==> config.mk <==
export PLATFORM = sky130hd
export DESIGN_NAME = qmix_quarter_rate
export DESIGN_NICKNAME = d
export VERILOG_FILES = /design/src/rtl/qmix_pkg.sv /design/src/rtl/qmix_lo.sv /design/src/rtl/qmix_sel.sv /design/src/rtl/qmix_quarter_rate.sv
export SDC_FILE = /design/constraint.sdc
export NUM_CORES = 1
export LEC_CHECK = 0
export BUFFER_PORTS_ARGS = -buffer_cell sky130_fd_sc_hd__buf_2
export CAP_MARGIN = 20
export CORE_AREA = 2 2 39 41
export CTS_BUF_LIST = sky130_fd_sc_hd__clkbuf_2 sky130_fd_sc_hd__clkbuf_4 sky130_fd_sc_hd__clkbuf_8
export DETAILED_ROUTE_END_ITERATION = 10
export DIE_AREA = 0 0 41 43
export PLACE_DENSITY = 0.52
export SYNTH_ARGS = -nofsm -noshare
export SYNTH_HDL_FRONTEND = slang
export SYNTH_SLANG_ARGS = --single-unit
export TNS_END_PERCENT = 20
==> constraint.sdc <==
create_clock -name clk -period 1.6 [get_ports clk]
set_clock_uncertainty 0.15 [all_clocks]
set_input_delay 0.16 -clock clk [delete_from_list [all_inputs] [get_ports clk]]
set_output_delay 0.16 -clock clk [all_outputs]
set_load 0.02 [all_outputs]
==> src/rtl/qmix_pkg.sv <==
package qmix_pkg;
   localparam int SAMPLE_W = 2;
   typedef logic signed [SAMPLE_W-1:0] tri_t;
   localparam tri_t TRI_POS  = 2'sb01;
   localparam tri_t TRI_ZERO = 2'sb00;
   localparam tri_t TRI_NEG  = 2'sb11;

   function automatic tri_t bit_to_tri(input logic b, input logic one_is_pos);
      return (b == one_is_pos) ? TRI_POS : TRI_NEG;
   endfunction
endpackage

==> src/rtl/qmix_lo.sv <==
module qmix_lo
   import qmix_pkg::*;
#(
   parameter int PHASE_W      = 2,
   parameter bit SIN_BY_DELAY = 1'b1
) (
   input  logic clk,
   input  logic rst,
   input  logic adv,
   output tri_t cos_ref,
   output tri_t sin_ref
);
   localparam int PHASES = 1 << PHASE_W;

   logic [PHASE_W-1:0] phase_q;

   always_ff @(posedge clk) begin
      if (rst)      phase_q <= '0;
      else if (adv) phase_q <= phase_q + 1'b1;
   end

   function automatic tri_t cos_of(input logic [PHASE_W-1:0] p);
      tri_t r;
      unique case (p)
         2'd0:    r = TRI_POS;
         2'd2:    r = TRI_NEG;
         default: r = TRI_ZERO;
      endcase
      return r;
   endfunction

   assign cos_ref = cos_of(phase_q);

   generate
      if (PHASES != 4) begin : g_bad_phase
         $error("qmix_lo: PHASE_W must be 2 for a quarter-rate reference");
      end
      if (SIN_BY_DELAY) begin : g_sin_delay
         tri_t sin_q;
         always_ff @(posedge clk) begin
            if (rst)      sin_q <= TRI_ZERO;
            else if (adv) sin_q <= cos_ref;
         end
         assign sin_ref = sin_q;
      end else begin : g_sin_decode
         assign sin_ref = cos_of(phase_q - 1'b1);
      end
   endgenerate
endmodule

==> src/rtl/qmix_sel.sv <==
module qmix_sel
   import qmix_pkg::*;
(
   input  tri_t sample,
   input  tri_t ref_val,
   output tri_t prod
);
   always_comb begin
      unique case (ref_val)
         TRI_POS: prod = sample;
         TRI_NEG: prod = -sample;
         default: prod = TRI_ZERO;
      endcase
   end
endmodule

==> src/rtl/qmix_quarter_rate.sv <==
module qmix_quarter_rate
   import qmix_pkg::*;
#(
   parameter int PHASE_W        = 2,
   parameter bit SIN_BY_DELAY   = 1'b1,
   parameter bit BIT_ONE_IS_POS = 1'b1,
   parameter int LANES          = 2
) (
   input  logic       clk,
   input  logic       rst,
   input  logic       in_valid,
   input  logic       in_bit,
   output logic       out_valid,
   output logic [1:0] i_out,
   output logic [1:0] q_out
);
   generate
      if (LANES != 2) begin : g_bad_lanes
         $error("qmix_quarter_rate: exactly two lanes (I and Q) are supported");
      end
   endgenerate

   tri_t refs  [LANES];
   tri_t prods [LANES];
   tri_t regs  [LANES];
   tri_t sample;
   logic vld_q;

   assign sample = bit_to_tri(in_bit, BIT_ONE_IS_POS);

   qmix_lo #(.PHASE_W(PHASE_W), .SIN_BY_DELAY(SIN_BY_DELAY)) lo_i (
      .clk(clk), .rst(rst), .adv(in_valid),
      .cos_ref(refs[0]), .sin_ref(refs[1])
   );

   generate
      for (genvar l = 0; l < LANES; l++) begin : g_lane
         qmix_sel sel_i (.sample(sample), .ref_val(refs[l]), .prod(prods[l]));
         always_ff @(posedge clk) begin
            if (rst)           regs[l] <= TRI_ZERO;
            else if (in_valid) regs[l] <= prods[l];
         end
      end
   endgenerate

   always_ff @(posedge clk) begin
      if (rst) vld_q <= 1'b0;
      else     vld_q <= in_valid;
   end

   assign out_valid = vld_q;
   assign i_out     = regs[0];
   assign q_out     = regs[1];
endmodule

* Yosys cells after proc, flatten, opt, wreduce, memory -nomap -nowiden *
Memory sizes are Yosys's and may differ from the RTL's.
Index checks and enable logic that the tools add are counted.

cells by class
  $add $sub $neg = 2
  eq/ne operators = 5
  muxes and demuxes = 11
  bitwise gates (word level) = 2
  reduce and logical (&&, ||, !) cells = 1

operators with widths
  kind                   count
  $pmux W2 S2            3
  $eq A2 B2 Y1 const B   3
  $mux W2                3
  $mux W1                5
  $eq A2 B1 Y1 const B   2
  $add A2 B1 Y2 const B  1
  $logic_not A2 Y1       1
  $neg A2 Y2             1
  $or A1 B1 Y1           2

word-level totals
  register bits = 5
  bits in writable memories = 4
  bits of input ports = 4
  output and inout port bits = 5
  word-level logic and storage cells = 25
  memories = 1

memory list
  name  words  bits a word  read ports  clocked after memory_dff  write ports  RTL line                 source
  regs  2      2            2           0                         2            qmix_quarter_rate.sv:25  tri_t regs [LANES];

* Logic depth before layout (Yosys ltp) *
  depth after elaboration = 5
  depth in mapped cells = 4
  mapped depth without buffers = 4

* By module *
Synthesis repeated with hierarchy kept, for this count alone.

unflattened totals
  cell total of the unflattened synthesis = 42
  area total of the unflattened synthesis = 445.4 um2

modules (own cells, without submodules)
  module             times used  cells each  area an instance (um2)  sequential area each (um2)
  qmix_quarter_rate  1           13          195.2                   140.1
  qmix_lo            1           19          190.2                   80.1
  qmix_sel           2           5           30.0                    0.0

* Least setup slack after synthesis *
OpenSTA, ideal clock, no wires.

  path type = flip-flop to flip-flop
  from = register lo_i.phase_q[0]
  to = memory regs[0][0] (netlist bit) (data pin)
  setup time = 255 ps
  arrival = 908 ps
  required time = 1195 ps
  slack = 287 ps
  cell stages (with the launch flop) = 5
  buffers on the path = 0
  period minus slack after synthesis = 1313 ps
  cell sequence = dfxtp_1 inv_1 ha_1 nor2_1 and2b_2

RTL lines
  item                      RTL line                 source
  start: declaration        qmix_lo.sv:15            logic [PHASE_W-1:0] phase_q;
  start signal: assignment  qmix_lo.sv:19            else if (adv) phase_q <= phase_q + 1'b1;
  end: declaration          qmix_quarter_rate.sv:25

==> impl_metrics.csv <==
group,metric,value,unit
routing,drt-total-wl,548,µm
power,switching_share,24.0,%
timing,setup_viol_count_final,0,
layout,antenna_cells,0,
layout,final_common_cell,"buf_2",
power,powerDensity,1130,nW/µm²
critical_path,critical_path.cell_chain,"inv_1 > ha_1 > nor2_1 > and2b_2",
synthesis,synthFlopType,"dfxtp_1",
grt,grt_use_total,8.48,%
layout,layout.nets,49,
grt,antenna_found_initial,0,
timing,fin_tns_setup,0,ps
critical_path,worstPathRequired,1460,ps
synthesis,ys_ff_latch,9,
power,p_switching,127,µW
grt,grt_pass1_wl,952,µm
place,post-dp-hpwl,444,µm
critical_path,arrival,1270,ps
power,p_clk_share,36.6,%
routing,vias,245,
timing,tightest_slew,173,ps
floorplan,pin_count,9,
status,status,"complete, no violations",
synthesis,ys_seq_area_share,56.6,%
timing,fin_hold_ws,9.29,ps
clocking,clk_transition_reported_paths,70,ps
layout,final_core_util,33.8,%
timing,period_needed,1410,ps
power,p_int,403,µW
synthesis,syn_inst,31,
routing,viasPerCell,4.22,
layout,drive_above_1_share,40.5,%
clocking,insertion_delay,260,ps
layout,final_cell_mix,"buf_2 (8), nor2_1 (5), dfxtp_1 (5)",
synthesis,synth_cell_types,14,
critical_path,startpoint_type,"register",
floorplan,die_y,43,µm
clocking,cts_buffers,3,
floorplan,fp.dieArea,1760,µm²
routing,drt_iter0_drc,0,
critical_path,critPathSlowestCell,"dfxtp_1",
clocking,cts_hold_buf,0,
floorplan,start_util,28.1,%
timing,fin_ws,189,ps
clocking,cts_root_buf,"clkbuf_4",
synthesis,post_synth.cell_area_avg,12.6,µm²
worst_hold_path,hp-class,"in -> reg",
synthesis,ys_warn_count,0,
routing,ant_nets,0,
layout,syn_to_final_growth,20.3,%
power,vdd_drop_max,0.000354,V
critical_path,critical_path.max_stage_delay,350,ps
synthesis,synth_edf_count,4,
clocking,h-tree-depth,1,
timing,hold_viol_final,0,
synthesis,syn_area,389,µm²
routing,wl_per_cell,9.45,µm
power,leakage,0.000220,µW
grt,grt_max_degree,8,
flow_run,drv_cap,0,
critical_path,critPathMaxFanout,3,
clocking,numClockSinks,9,
clocking,clockBufferDepth,2,
clocking,post_cts.repair.setup_buffers,0,
place,io_buffers,8,
floorplan,fp.dieW,41,µm
power,power_frac_comb,13.4,%
grt,grt_pass1_vias,263,
synthesis,syn-num-nets,37,
critical_path,setup.worst_path.class,"reg -> reg",
power,p_seq_share,50.0,%
routing,drc,0,
grt,grt_overflow_total,0,
clocking,cts_tree,"done",
place,place.gp.congestion,0.703,
floorplan,fp-row-count,14,
clocking,postCtsResizedCells,0,
routing,dr.pass1.iters,1,
timing,fin_crit_sh,88.2,%
timing,fmax,709,MHz
timing,rsz0062_at_grt,"false",
critical_path,cp-end-kind,"register",
place,pre_cts_ws,182,ps
timing,maxSlewHeadroom,88.4,%
floorplan,coreArea,1380,µm²
synthesis,synthArstFlopShare,0,%
timing,finalMaxSlewViolations,0,
-- per-stage QoR --
step | cell area (µm²) | instances | total power (µW)
floorplan | 389 | 31 | 324
global placement | 438 | 54 | 341
detailed placement | 438 | 54 | 344
CTS | 468 | 58 | 543
global route | 468 | 58 | 562
finish | 468 | 58 | 531
-- critical path: cells and delay by family, from the launching register on --
family / cells / cell delay (ps)
adder cells (fa/ha/maj): 1 / 230
flip-flops: 1 / 350
AND/OR/NAND/NOR: 2 / 380
buffers and inverters: 1 / 60
-- area by class of cell --
cell class	instances	area, µm²
multi-input cells	19	150
inverters	2	7.51
fillers	143	916
repair buffers	8	40.0
well taps	16	20.0
flip-flops and latches	9	220
clock buffers	4	30.0
-- synthesized netlist by cell type (2+ instances only) --
cell      instances  area [µm²]
edfxtp_1          4         120
dfxtp_1           5         100
nor2_1            5        18.8
mux2i_1           3        30.0
xnor2_1           2        17.5
ha_1              2        25.0
and2b_2           2        17.5
inv_1             2        7.51
-- power groups by stage --
stage,registers [µW],logic [µW],clock network (µW)
3_5_place_dp,271,73.0,0
6_report,265,71.1,194
5_1_grt,268,80.3,214
3_3_place_gp,270,70.8,0
4_1_cts,266,73.2,204
2_1_floorplan,282,41.6,0
-- per-layer routing --
metal	up-vias	part of all wire [%]	global-route usage, %
met5	-	0	0
met4	0	1.1	8.00
met3	2	5.5	3.14
met2	6	55	14.1
met1	114	38	6.89
li1	123	-	-
-- worst paths after layout --
check / from / to / slack (ps) / cells past startpoint
worst max register to register: lo_i.phase_q[0] / regs[0][0] / 190 / 4
worst min register to register: lo_i.sin_ref[0] / lo_i.sin_ref[0] / 370 / 2
worst min-delay path: rst / lo_i.phase_q[1] / 9 / 2
worst max-delay path: lo_i.phase_q[0] / regs[0][0] / 190 / 4
-- kinds of logic after synthesis --
logic type	count (synthesis)	synth area share, %
xor gates and xnor gates	2	4.50
AOI/OAI and AO/OA	1	1.93
adders and majority gates	2	6.43
DFF	9	56.6
and+or+nand+nor	11	18.0
muxes	3	7.72
buffers and inverters	3	4.82
-- state kept, by name, indices dropped and copies added (netlist names) --
register,flops
lo_i.sin_ref,2
out_valid,1
lo_i.phase_q,2
regs,4
No activity file was read; power rests on OpenSTA's default activity.
